File: config.mk
export PLATFORM = sky130hd
export DESIGN_NAME = tput_eval
export DESIGN_NICKNAME = d
export VERILOG_FILES = /design/src/rtl/tput_pkg.sv /design/src/rtl/tput_ctl.sv /design/src/rtl/tput_lane.sv /design/src/rtl/tput_sumtree.sv /design/src/rtl/tput_dp.sv /design/src/rtl/tput_eval.sv
export SDC_FILE = /design/constraint.sdc
export NUM_CORES = 2
export LEC_CHECK = 0
export BUFFER_PORTS_ARGS = -buffer_cell sky130_fd_sc_hd__buf_2
export CELL_PAD_IN_SITES_DETAIL_PLACEMENT = 1
export CELL_PAD_IN_SITES_GLOBAL_PLACEMENT = 1
export CORE_MARGIN = 2
export CORE_UTILIZATION = 57
export DETAILED_ROUTE_END_ITERATION = 12
export PLACE_DENSITY_LB_ADDON = 0.1
export SKIP_LAST_GASP = 1
export SLEW_MARGIN = 20
export SYNTH_ARGS = -nofsm -noshare
export SYNTH_HDL_FRONTEND = slang
export SYNTH_SLANG_ARGS = --single-unit
File: constraint.sdc
create_clock -name clk -period 10.58 [get_ports clk]
set_clock_uncertainty 0.05 [all_clocks]
set_input_delay 1.058 -clock clk [delete_from_list [all_inputs] [get_ports clk]]
set_output_delay 1.058 -clock clk [all_outputs]
set_load 0.1 [all_outputs]
File: src/rtl/tput_pkg.sv
package tput_pkg;

  // Table selector on the configuration port
  typedef enum logic [1:0] {
    CFG_GAIN  = 2'd0,
    CFG_NOISE = 2'd1,
    CFG_THR   = 2'd2,
    CFG_RATE  = 2'd3
  } cfgSel_e;

  // Strobes from control to datapath
  typedef struct packed {
    logic gainWr;
    logic noiseWr;
    logic thrWr;
    logic rateWr;
    logic sigAdv;   // load the signal/denominator stage
    logic rateAdv;  // load the rate-selection stage
  } ctlStrobe_t;

  function automatic int maxOf(input int a, input int b);
    return (a > b) ? a : b;
  endfunction

endpackage

File: src/rtl/tput_ctl.sv
module tput_ctl
  import tput_pkg::*;
#(
  parameter int TAG_W = 4,
  parameter int LAT   = 4
) (
  input  logic             clk,
  input  logic             rstN,
  input  logic             cfgWe,
  input  logic [1:0]       cfgSel,
  input  logic             inValid,
  input  logic [TAG_W-1:0] inTag,
  output ctlStrobe_t       strb,
  output logic             outValid,
  output logic [TAG_W-1:0] outTag
);

  logic [LAT-1:0]            vPipe;
  logic [LAT-1:0][TAG_W-1:0] tagPipe;

  always_comb begin
    strb.gainWr  = cfgWe && (cfgSel == CFG_GAIN);
    strb.noiseWr = cfgWe && (cfgSel == CFG_NOISE);
    strb.thrWr   = cfgWe && (cfgSel == CFG_THR);
    strb.rateWr  = cfgWe && (cfgSel == CFG_RATE);
    strb.sigAdv  = inValid;
    strb.rateAdv = vPipe[0];
  end

  always_ff @(posedge clk or negedge rstN) begin
    if (!rstN) begin
      vPipe   <= '0;
      tagPipe <= '0;
    end else begin
      vPipe   <= {vPipe[LAT-2:0], inValid};
      tagPipe <= {tagPipe[LAT-2:0], inTag};
    end
  end

  assign outValid = vPipe[LAT-1];
  assign outTag   = tagPipe[LAT-1];

endmodule

File: src/rtl/tput_lane.sv
module tput_lane #(
  parameter int LANE     = 0,
  parameter int NUM_ANT  = 4,
  parameter int NUM_UE   = 8,
  parameter int GAIN_W   = 8,
  parameter int THR_W    = 8,
  parameter int THR_FRAC = 2,
  parameter int RATE_W   = 8,
  parameter int NUM_LVL  = 4,
  parameter int ANT_W    = $clog2(NUM_ANT),
  parameter int UE_W     = $clog2(NUM_UE)
) (
  input  logic                                   clk,
  input  logic                                   rstN,
  input  logic                                   sigAdv,
  input  logic                                   rateAdv,
  input  logic [NUM_ANT-1:0]                     active,
  input  logic [NUM_ANT-1:0][UE_W-1:0]           ueSel,
  input  logic [NUM_ANT-1:0][NUM_UE-1:0][GAIN_W-1:0] gainTbl,
  input  logic [GAIN_W-1:0]                      noise,
  input  logic [NUM_LVL-1:0][THR_W-1:0]          thrTbl,
  input  logic [NUM_LVL-1:0][RATE_W-1:0]         rateTbl,
  output logic [RATE_W-1:0]                      laneRate
);

  localparam int DEN_W  = GAIN_W + ANT_W;
  localparam int PROD_W = THR_W + DEN_W;

  logic [UE_W-1:0]   servedUe;
  logic [GAIN_W-1:0] sigNext, sigQ;
  logic [DEN_W-1:0]  denNext, denQ;
  logic              actQ;

  // Stage 1: signal and interference-plus-noise
  always_comb begin
    servedUe = ueSel[LANE];
    sigNext  = active[LANE] ? gainTbl[LANE][servedUe] : '0;
    denNext  = DEN_W'(noise);
    for (int b = 0; b < NUM_ANT; b++) begin
      if (b != LANE && active[b])
        denNext = denNext + DEN_W'(gainTbl[b][servedUe]);
    end
  end

  always_ff @(posedge clk or negedge rstN) begin
    if (!rstN) begin
      sigQ <= '0;
      denQ <= '0;
      actQ <= 1'b0;
    end else if (sigAdv) begin
      sigQ <= sigNext;
      denQ <= denNext;
      actQ <= active[LANE];
    end
  end

  // Stage 2: divider-free ratio-to-rate mapping
  logic [PROD_W-1:0] sigScaled;
  logic [PROD_W-1:0] prod;
  logic [RATE_W-1:0] pick;

  always_comb begin
    sigScaled = PROD_W'(sigQ) << THR_FRAC;
    prod      = '0;
    pick      = '0;
    for (int k = 0; k < NUM_LVL; k++) begin
      prod = PROD_W'(thrTbl[k]) * PROD_W'(denQ);
      if (sigScaled >= prod)
        pick = rateTbl[k];
    end
  end

  always_ff @(posedge clk or negedge rstN) begin
    if (!rstN)
      laneRate <= '0;
    else if (rateAdv)
      laneRate <= actQ ? pick : '0;
  end

endmodule

File: src/rtl/tput_sumtree.sv
module tput_sumtree #(
  parameter int N     = 4,
  parameter int IN_W  = 8,
  parameter int LVLS  = $clog2(N),
  parameter int OUT_W = IN_W + LVLS
) (
  input  logic                    clk,
  input  logic                    rstN,
  input  logic [N-1:0][IN_W-1:0]  leaves,
  output logic [OUT_W-1:0]        sum
);

  genvar l;
  for (l = 0; l < LVLS; l++) begin : lvl
    localparam int CNT = N >> (l + 1);
    logic [OUT_W-1:0] node [CNT];

    if (l == 0) begin : leafLvl
      always_ff @(posedge clk or negedge rstN) begin
        if (!rstN) begin
          for (int j = 0; j < CNT; j++) node[j] <= '0;
        end else begin
          for (int j = 0; j < CNT; j++)
            node[j] <= OUT_W'(leaves[2*j]) + OUT_W'(leaves[2*j+1]);
        end
      end
    end else begin : innerLvl
      always_ff @(posedge clk or negedge rstN) begin
        if (!rstN) begin
          for (int j = 0; j < CNT; j++) node[j] <= '0;
        end else begin
          for (int j = 0; j < CNT; j++)
            node[j] <= lvl[l-1].node[2*j] + lvl[l-1].node[2*j+1];
        end
      end
    end
  end

  assign sum = lvl[LVLS-1].node[0];

endmodule

File: src/rtl/tput_dp.sv
module tput_dp
  import tput_pkg::*;
#(
  parameter int NUM_ANT  = 4,
  parameter int NUM_UE   = 8,
  parameter int GAIN_W   = 8,
  parameter int THR_W    = 8,
  parameter int THR_FRAC = 2,
  parameter int RATE_W   = 8,
  parameter int NUM_LVL  = 4,
  parameter int ANT_W    = 2,
  parameter int UE_W     = 3,
  parameter int LVL_W    = 2,
  parameter int IDX_W    = 5,
  parameter int CFG_W    = 8,
  parameter int SUM_W    = 10
) (
  input  logic                      clk,
  input  logic                      rstN,
  input  ctlStrobe_t                strb,
  input  logic [IDX_W-1:0]          cfgIdx,
  input  logic [CFG_W-1:0]          cfgData,
  input  logic [NUM_ANT-1:0]        inActive,
  input  logic [NUM_ANT*UE_W-1:0]   inUe,
  output logic [SUM_W-1:0]          total
);

  logic [NUM_ANT-1:0][NUM_UE-1:0][GAIN_W-1:0] gainTbl;
  logic [GAIN_W-1:0]                          noise;
  logic [NUM_LVL-1:0][THR_W-1:0]              thrTbl;
  logic [NUM_LVL-1:0][RATE_W-1:0]             rateTbl;

  logic [UE_W-1:0]  cfgUe;
  logic [ANT_W-1:0] cfgAnt;
  logic [LVL_W-1:0] cfgLvl;

  assign cfgUe  = cfgIdx[UE_W-1:0];
  assign cfgAnt = cfgIdx[UE_W +: ANT_W];
  assign cfgLvl = cfgIdx[LVL_W-1:0];

  always_ff @(posedge clk or negedge rstN) begin
    if (!rstN) begin
      gainTbl <= '0;
      noise   <= '0;
      thrTbl  <= '0;
      rateTbl <= '0;
    end else begin
      if (strb.gainWr)  gainTbl[cfgAnt][cfgUe] <= cfgData[GAIN_W-1:0];
      if (strb.noiseWr) noise                  <= cfgData[GAIN_W-1:0];
      if (strb.thrWr)   thrTbl[cfgLvl]         <= cfgData[THR_W-1:0];
      if (strb.rateWr)  rateTbl[cfgLvl]        <= cfgData[RATE_W-1:0];
    end
  end

  logic [NUM_ANT-1:0][UE_W-1:0]   ueSel;
  logic [NUM_ANT-1:0][RATE_W-1:0] laneRate;

  assign ueSel = inUe;

  genvar a;
  for (a = 0; a < NUM_ANT; a++) begin : lane
    tput_lane #(
      .LANE(a), .NUM_ANT(NUM_ANT), .NUM_UE(NUM_UE), .GAIN_W(GAIN_W),
      .THR_W(THR_W), .THR_FRAC(THR_FRAC), .RATE_W(RATE_W),
      .NUM_LVL(NUM_LVL), .ANT_W(ANT_W), .UE_W(UE_W)
    ) u_lane (
      .clk(clk), .rstN(rstN),
      .sigAdv(strb.sigAdv), .rateAdv(strb.rateAdv),
      .active(inActive), .ueSel(ueSel),
      .gainTbl(gainTbl), .noise(noise),
      .thrTbl(thrTbl), .rateTbl(rateTbl),
      .laneRate(laneRate[a])
    );
  end

  tput_sumtree #(
    .N(NUM_ANT), .IN_W(RATE_W), .LVLS(ANT_W), .OUT_W(SUM_W)
  ) u_tree (
    .clk(clk), .rstN(rstN),
    .leaves(laneRate),
    .sum(total)
  );

endmodule

File: src/rtl/tput_eval.sv
module tput_eval
  import tput_pkg::*;
#(
  parameter int NUM_ANT  = 4,   // power of two, at least 2
  parameter int NUM_UE   = 8,
  parameter int GAIN_W   = 8,
  parameter int THR_W    = 8,
  parameter int THR_FRAC = 2,
  parameter int RATE_W   = 8,
  parameter int NUM_LVL  = 4,
  parameter int TAG_W    = 4,
  localparam int ANT_W   = $clog2(NUM_ANT),
  localparam int UE_W    = $clog2(NUM_UE),
  localparam int LVL_W   = $clog2(NUM_LVL),
  localparam int IDX_W   = maxOf(ANT_W + UE_W, LVL_W),
  localparam int CFG_W   = maxOf(maxOf(GAIN_W, THR_W), RATE_W),
  localparam int SUM_W   = RATE_W + ANT_W,
  localparam int LAT     = 2 + ANT_W
) (
  input  logic                    clk,
  input  logic                    rstN,
  input  logic                    cfgWe,
  input  logic [1:0]              cfgSel,
  input  logic [IDX_W-1:0]        cfgIdx,
  input  logic [CFG_W-1:0]        cfgData,
  input  logic                    inValid,
  input  logic [TAG_W-1:0]        inTag,
  input  logic [NUM_ANT-1:0]      inActive,
  input  logic [NUM_ANT*UE_W-1:0] inUe,
  output logic                    outValid,
  output logic [TAG_W-1:0]        outTag,
  output logic [SUM_W-1:0]        outTotal
);

  ctlStrobe_t       strb;
  logic [SUM_W-1:0] total;

  tput_ctl #(.TAG_W(TAG_W), .LAT(LAT)) u_ctl (
    .clk(clk), .rstN(rstN),
    .cfgWe(cfgWe), .cfgSel(cfgSel),
    .inValid(inValid), .inTag(inTag),
    .strb(strb),
    .outValid(outValid), .outTag(outTag)
  );

  tput_dp #(
    .NUM_ANT(NUM_ANT), .NUM_UE(NUM_UE), .GAIN_W(GAIN_W), .THR_W(THR_W),
    .THR_FRAC(THR_FRAC), .RATE_W(RATE_W), .NUM_LVL(NUM_LVL),
    .ANT_W(ANT_W), .UE_W(UE_W), .LVL_W(LVL_W), .IDX_W(IDX_W),
    .CFG_W(CFG_W), .SUM_W(SUM_W)
  ) u_dp (
    .clk(clk), .rstN(rstN), .strb(strb),
    .cfgIdx(cfgIdx), .cfgData(cfgData),
    .inActive(inActive), .inUe(inUe),
    .total(total)
  );

  assign outTotal = outValid ? total : '0;

endmodule

==> flow_summary.html <==
<table>
<tr><th>Metric</th><th>Value</th></tr>
<tr><th colspan="2">Run status</th></tr>
<tr><td>Status</td><td>finished clean</td></tr>
<tr><th colspan="2">Detailed routing</th></tr>
<tr><td>Number of DRC violations after detailed routing</td><td>0</td></tr>
<tr><td>DR vias</td><td>60930</td></tr>
<tr><td>Final WL</td><td>253.0 mm</td></tr>
<tr><td>Detail-routed via count per cell</td><td>6.353</td></tr>
<tr><td>Post-route ant nets</td><td>0</td></tr>
<tr><td>Routed WL per cell</td><td>26.38 µm</td></tr>
<tr><td>First-pass iteration count of the detailed router</td><td>7</td></tr>
<tr><td>Number of DRC markers in iteration 0</td><td>4374</td></tr>
<tr><th colspan="2">Synth</th></tr>
<tr><td>Fraction of synthesized area in multiplexers</td><td>14.84%</td></tr>
<tr><td>Complex-gate fraction of the synthesized area</td><td>10.33%</td></tr>
<tr><td>Async set or reset register ratio after synthesis</td><td>100.0%</td></tr>
<tr><td>Proportion of netlist area held by the largest area contributor</td><td>20.50%</td></tr>
<tr><td>Library cell with the largest summed area after synthesis</td><td>fa_1</td></tr>
<tr><td>Basic-gate share of the synthesized area counting and, or, nand and nor cells</td><td>13.97%</td></tr>
<tr><td>Post-synth cell types</td><td>91</td></tr>
<tr><td>Register bit count reported by yosys</td><td>484</td></tr>
<tr><td>Combinational family with the most area after synthesis</td><td>adder cells</td></tr>
<tr><td>Area of the mapped netlist</td><td>76480 µm²</td></tr>
<tr><td>Syn_nets</td><td>9639</td></tr>
<tr><td>Main flop type after synthesis</td><td>dfrtp_1</td></tr>
<tr><td>Cells taking the most area after synthesis</td><td>fa_1, dfrtp_1, ha_1, mux4_2, and2_1</td></tr>
<tr><td>Sequential share of the synthesized area</td><td>15.84%</td></tr>
<tr><td>Synthesized-area fraction occupied by xor and xnor cells</td><td>2.446%</td></tr>
<tr><td>Post-Synthesis Cells</td><td>7960</td></tr>
<tr><td>Warnings, synthesis</td><td>0</td></tr>
<tr><td>Adder-cell share of the synthesized area</td><td>34.52%</td></tr>
<tr><td>Number of synthesized flops with an enable pin</td><td>0</td></tr>
<tr><td>Mean cell area of the mapped netlist</td><td>9.608 µm²</td></tr>
<tr><th colspan="2">Placed design</th></tr>
<tr><td>Pre-CTS setup slack</td><td>2.923 ns</td></tr>
<tr><td>Estimated wirelength of the detail-placed design</td><td>186.4 mm</td></tr>
<tr><td>Placed Instances</td><td>9480</td></tr>
<tr><td>RePlAce Congestion</td><td>0.9242</td></tr>
<tr><td>Number of buffer cells added on primary ports</td><td>53</td></tr>
<tr><th colspan="2">Clock network</th></tr>
<tr><td>PostCTS Resize Cnt</td><td>0</td></tr>
<tr><td>CTS buffer count</td><td>56</td></tr>
<tr><td>Clock Latency Late Sink</td><td>0.69 ns</td></tr>
<tr><td>Buffer count from post-CTS setup fixing</td><td>0</td></tr>
<tr><td>Post-CTS clock slew at the launch and capture registers of the worst setup and hold paths</td><td>0.06 ns</td></tr>
<tr><td>Number of hold buffers added after cts</td><td>0</td></tr>
<tr><td>Count of H-tree levels built during CTS</td><td>2</td></tr>
<tr><td>Clock root cell</td><td>clkbuf_16</td></tr>
<tr><td>CTS tree</td><td>yes</td></tr>
<tr><td>Num Clock Sinks</td><td>484</td></tr>
<tr><td>Maximum number of buffers from clock root to sink</td><td>3</td></tr>
<tr><th colspan="2">Final layout</th></tr>
<tr><td>Post-synthesis to final-layout area growth</td><td>5.105%</td></tr>
<tr><td>Leading cell type in the layout, fill and taps excluded</td><td>inv_1</td></tr>
<tr><td>Post-layout instance count excluding filler cells</td><td>9590</td></tr>
<tr><td>Net count, final</td><td>9451</td></tr>
<tr><td>Top library cells by usage in the layout, fill and taps aside</td><td>inv_1, and2_1, ha_1</td></tr>
<tr><td>Fraction of final layout cells with drive strength greater than 1</td><td>12.96%</td></tr>
<tr><td>Layout Utilization</td><td>60.30%</td></tr>
<tr><th colspan="2">Critical path</th></tr>
<tr><td>Startpoint class of the critical path</td><td>register</td></tr>
<tr><td>Worst path arrival time</td><td>8.22 ns</td></tr>
<tr><td>Element type at the critical path end</td><td>register</td></tr>
<tr><td>Startpoint-to-endpoint class of the critical path</td><td>reg2reg</td></tr>
<tr><td>Critical path required time</td><td>11.04 ns</td></tr>
<tr><td>CP max FO</td><td>27</td></tr>
<tr><th colspan="2">Die</th></tr>
<tr><td>Ports placed on the boundary</td><td>54</td></tr>
<tr><td>Die X-Extent</td><td>370.3 µm</td></tr>
<tr><td>FP Rows</td><td>134</td></tr>
<tr><td>Core footprint</td><td>133300 µm²</td></tr>
<tr><td>Die outline area</td><td>137100 µm²</td></tr>
<tr><td>Die span in y</td><td>370.3 µm</td></tr>
<tr><td>Initial standard-cell utilization of the core</td><td>57.38%</td></tr>
<tr><th colspan="2">Timing</th></tr>
<tr><td>Fraction of the cycle the final worst path needs</td><td>73.34%</td></tr>
<tr><td>Final hold violation count</td><td>0</td></tr>
<tr><td>Final setup violation count</td><td>0</td></tr>
<tr><td>Tightest Pin Transition</td><td>1.251 ns</td></tr>
<tr><td>Min setup slack post-route</td><td>2.821 ns</td></tr>
<tr><td>Remaining max-slew budget at the tightest pin</td><td>16.30%</td></tr>
<tr><td>Slew Viols, Final</td><td>0</td></tr>
<tr><td>Peak clock frequency supported by timing</td><td>128.9 MHz</td></tr>
<tr><td>Final-layout setup total negative slack</td><td>0 ns</td></tr>
<tr><td>Tmin final</td><td>7.759 ns</td></tr>
<tr><td>Unrepaired setup endpoints after global routing</td><td>no</td></tr>
<tr><th colspan="2">GRT</th></tr>
<tr><td>Residual overflow from global routing</td><td>0</td></tr>
<tr><td>First-pass GRT wire length</td><td>395.5 mm</td></tr>
<tr><td>Largest net degree at the start of global routing</td><td>173</td></tr>
<tr><td>Vias in the first global route</td><td>67620</td></tr>
<tr><td>Number of antenna violations at the first check in global routing</td><td>13</td></tr>
<tr><td>Total track usage</td><td>37.50%</td></tr>
<tr><th colspan="2">Flow run</th></tr>
<tr><td>Max cap viols</td><td>0</td></tr>
<tr><th colspan="2">Hold path</th></tr>
<tr><td>Class of the tightest hold or removal check</td><td>in2async</td></tr>
</table>
flip-flops by register name, indices dropped and copies added (netlist names):
name,flops
u_dp.u_tree.lvl.node,18
u_ctl.outTag,4
u_ctl.tagPipe,12
u_dp.lane.u_lane.sigQ,32
u_dp.gainTbl,256
u_dp.lane.u_lane.denQ,40
u_dp.thrTbl,32
u_dp.noise,8
u_dp.u_tree.sum,10
u_ctl.vPipe,4
u_dp.rateTbl,32
u_dp.lane.u_lane.actQ,4
u_dp.lane.u_lane.laneRate,32
layer usage:
layer	vias to the layer above	GRT usage, %	wire length (µm)
li1	26320	-	-
met1	31600	47.06	99260
met2	2257	62.90	120900
met3	745	6.432	18730
met4	8	17.95	14040
met5	-	0	49
synth_stat cells (12+ instances only):
master / n
nand4_1: 15
mux2_2: 435
a21o_1: 125
a31oi_1: 40
mux2i_1: 67
nor2_1: 198
o211ai_1: 47
nand2b_1: 54
a21boi_0: 17
a21oi_1: 307
o21bai_1: 64
o21a_1: 45
a22oi_1: 12
xnor2_1: 118
buf_1: 39
nor2b_1: 27
a211o_1: 17
a2111oi_0: 22
o21ai_1: 25
o21ai_0: 213
and3_1: 25
xor2_1: 93
nand3_1: 61
o221ai_1: 15
mux4_2: 256
nor4_1: 32
clkbuf_1: 375
nor3_1: 52
and2_1: 858
a32oi_1: 16
inv_1: 1216
nand3b_1: 19
ha_1: 857
o2bb2ai_1: 37
o31ai_1: 14
or3_1: 17
nand2_1: 625
a221oi_1: 16
fa_1: 783
dfrtp_1: 484
a211oi_1: 46
logic make-up (layout without fill, tap and decap cells):
kind of cell,count (synthesis),in the layout
buf+inv,1637,1494
simple gates,2037,2037
fa+ha+maj,1640,1640
flops,484,484
compound gates,1191,1191
mux,759,759
other cells,0,5
xor+xnor,212,212
critical path, cell delays in order, from the launching register on:
cell       delay, ns
dfrtp_1         0.67
buf_4           0.42
nand2_1         0.13
fa_1            0.48
fa_1            0.50
inv_1           0.05
fa_1            0.47
inv_1           0.05
fa_1            0.48
inv_1           0.04
ha_1            0.32
a21o_1          0.21
a221o_1         0.42
xnor2_1         0.16
ha_1            0.29
o21a_1          0.12
nor2_1          0.04
or4_1           0.52
a41o_1          0.22
or4_1           0.59
a2111oi_4       0.77
nand4b_1        0.41
o221ai_1        0.19
path summary, 6_finish.rpt:
check | depth (start not counted) | slack [ns] | startpoint | end
hold reg to reg | 0 | 0.30 | u_ctl.tagPipe[4]$_DFF_PN0_ | u_ctl.tagPipe[8]$_DFF_PN0_
min in group clk | 0 | 0.30 | u_ctl.tagPipe[4]$_DFF_PN0_ | u_ctl.tagPipe[8]$_DFF_PN0_
setup / recovery | 22 | 2.82 | u_dp.thrTbl[15]$_DFFE_PN0P_ | u_dp.lane[2].u_lane.laneRate[4]$_DFFE_PN0P_
max in group asynchronous | 3 | 7.91 | rstN | u_dp.thrTbl[31]$_DFFE_PN0P_
hold / removal | 1 | 0.28 | rstN | u_dp.gainTbl[131]$_DFFE_PN0P_
setup reg to reg | 22 | 2.82 | u_dp.thrTbl[15]$_DFFE_PN0P_ | u_dp.lane[2].u_lane.laneRate[4]$_DFFE_PN0P_
final cells by class:
| class | count | area [µm²] |
|---|---|---|
| sequential | 484 | 12120 |
| inverter | 1217 | 4568 |
| tap | 1768 | 2212 |
| fill | 14860 | 52910 |
| clock buffer | 80 | 1632 |
| timing repair buffer | 174 | 1227 |
| antenna | 5 | 12.51 |
| multi-input combinational | 5839 | 58290 |
| clock inverter | 23 | 322.8 |
stage by stage:
stage	cell area [µm²]	hold WS, ns
global placement	78370	0.2828
floorplan	76480	0.2812
detailed placement	78380	0.2863
finish	80380	0.2813
CTS	80330	0.2844
global route	80370	0.3116
Power is left out: the tool's default activity adds up to more than one toggle a clock period on the data nets, which glitch-free logic cannot reach.
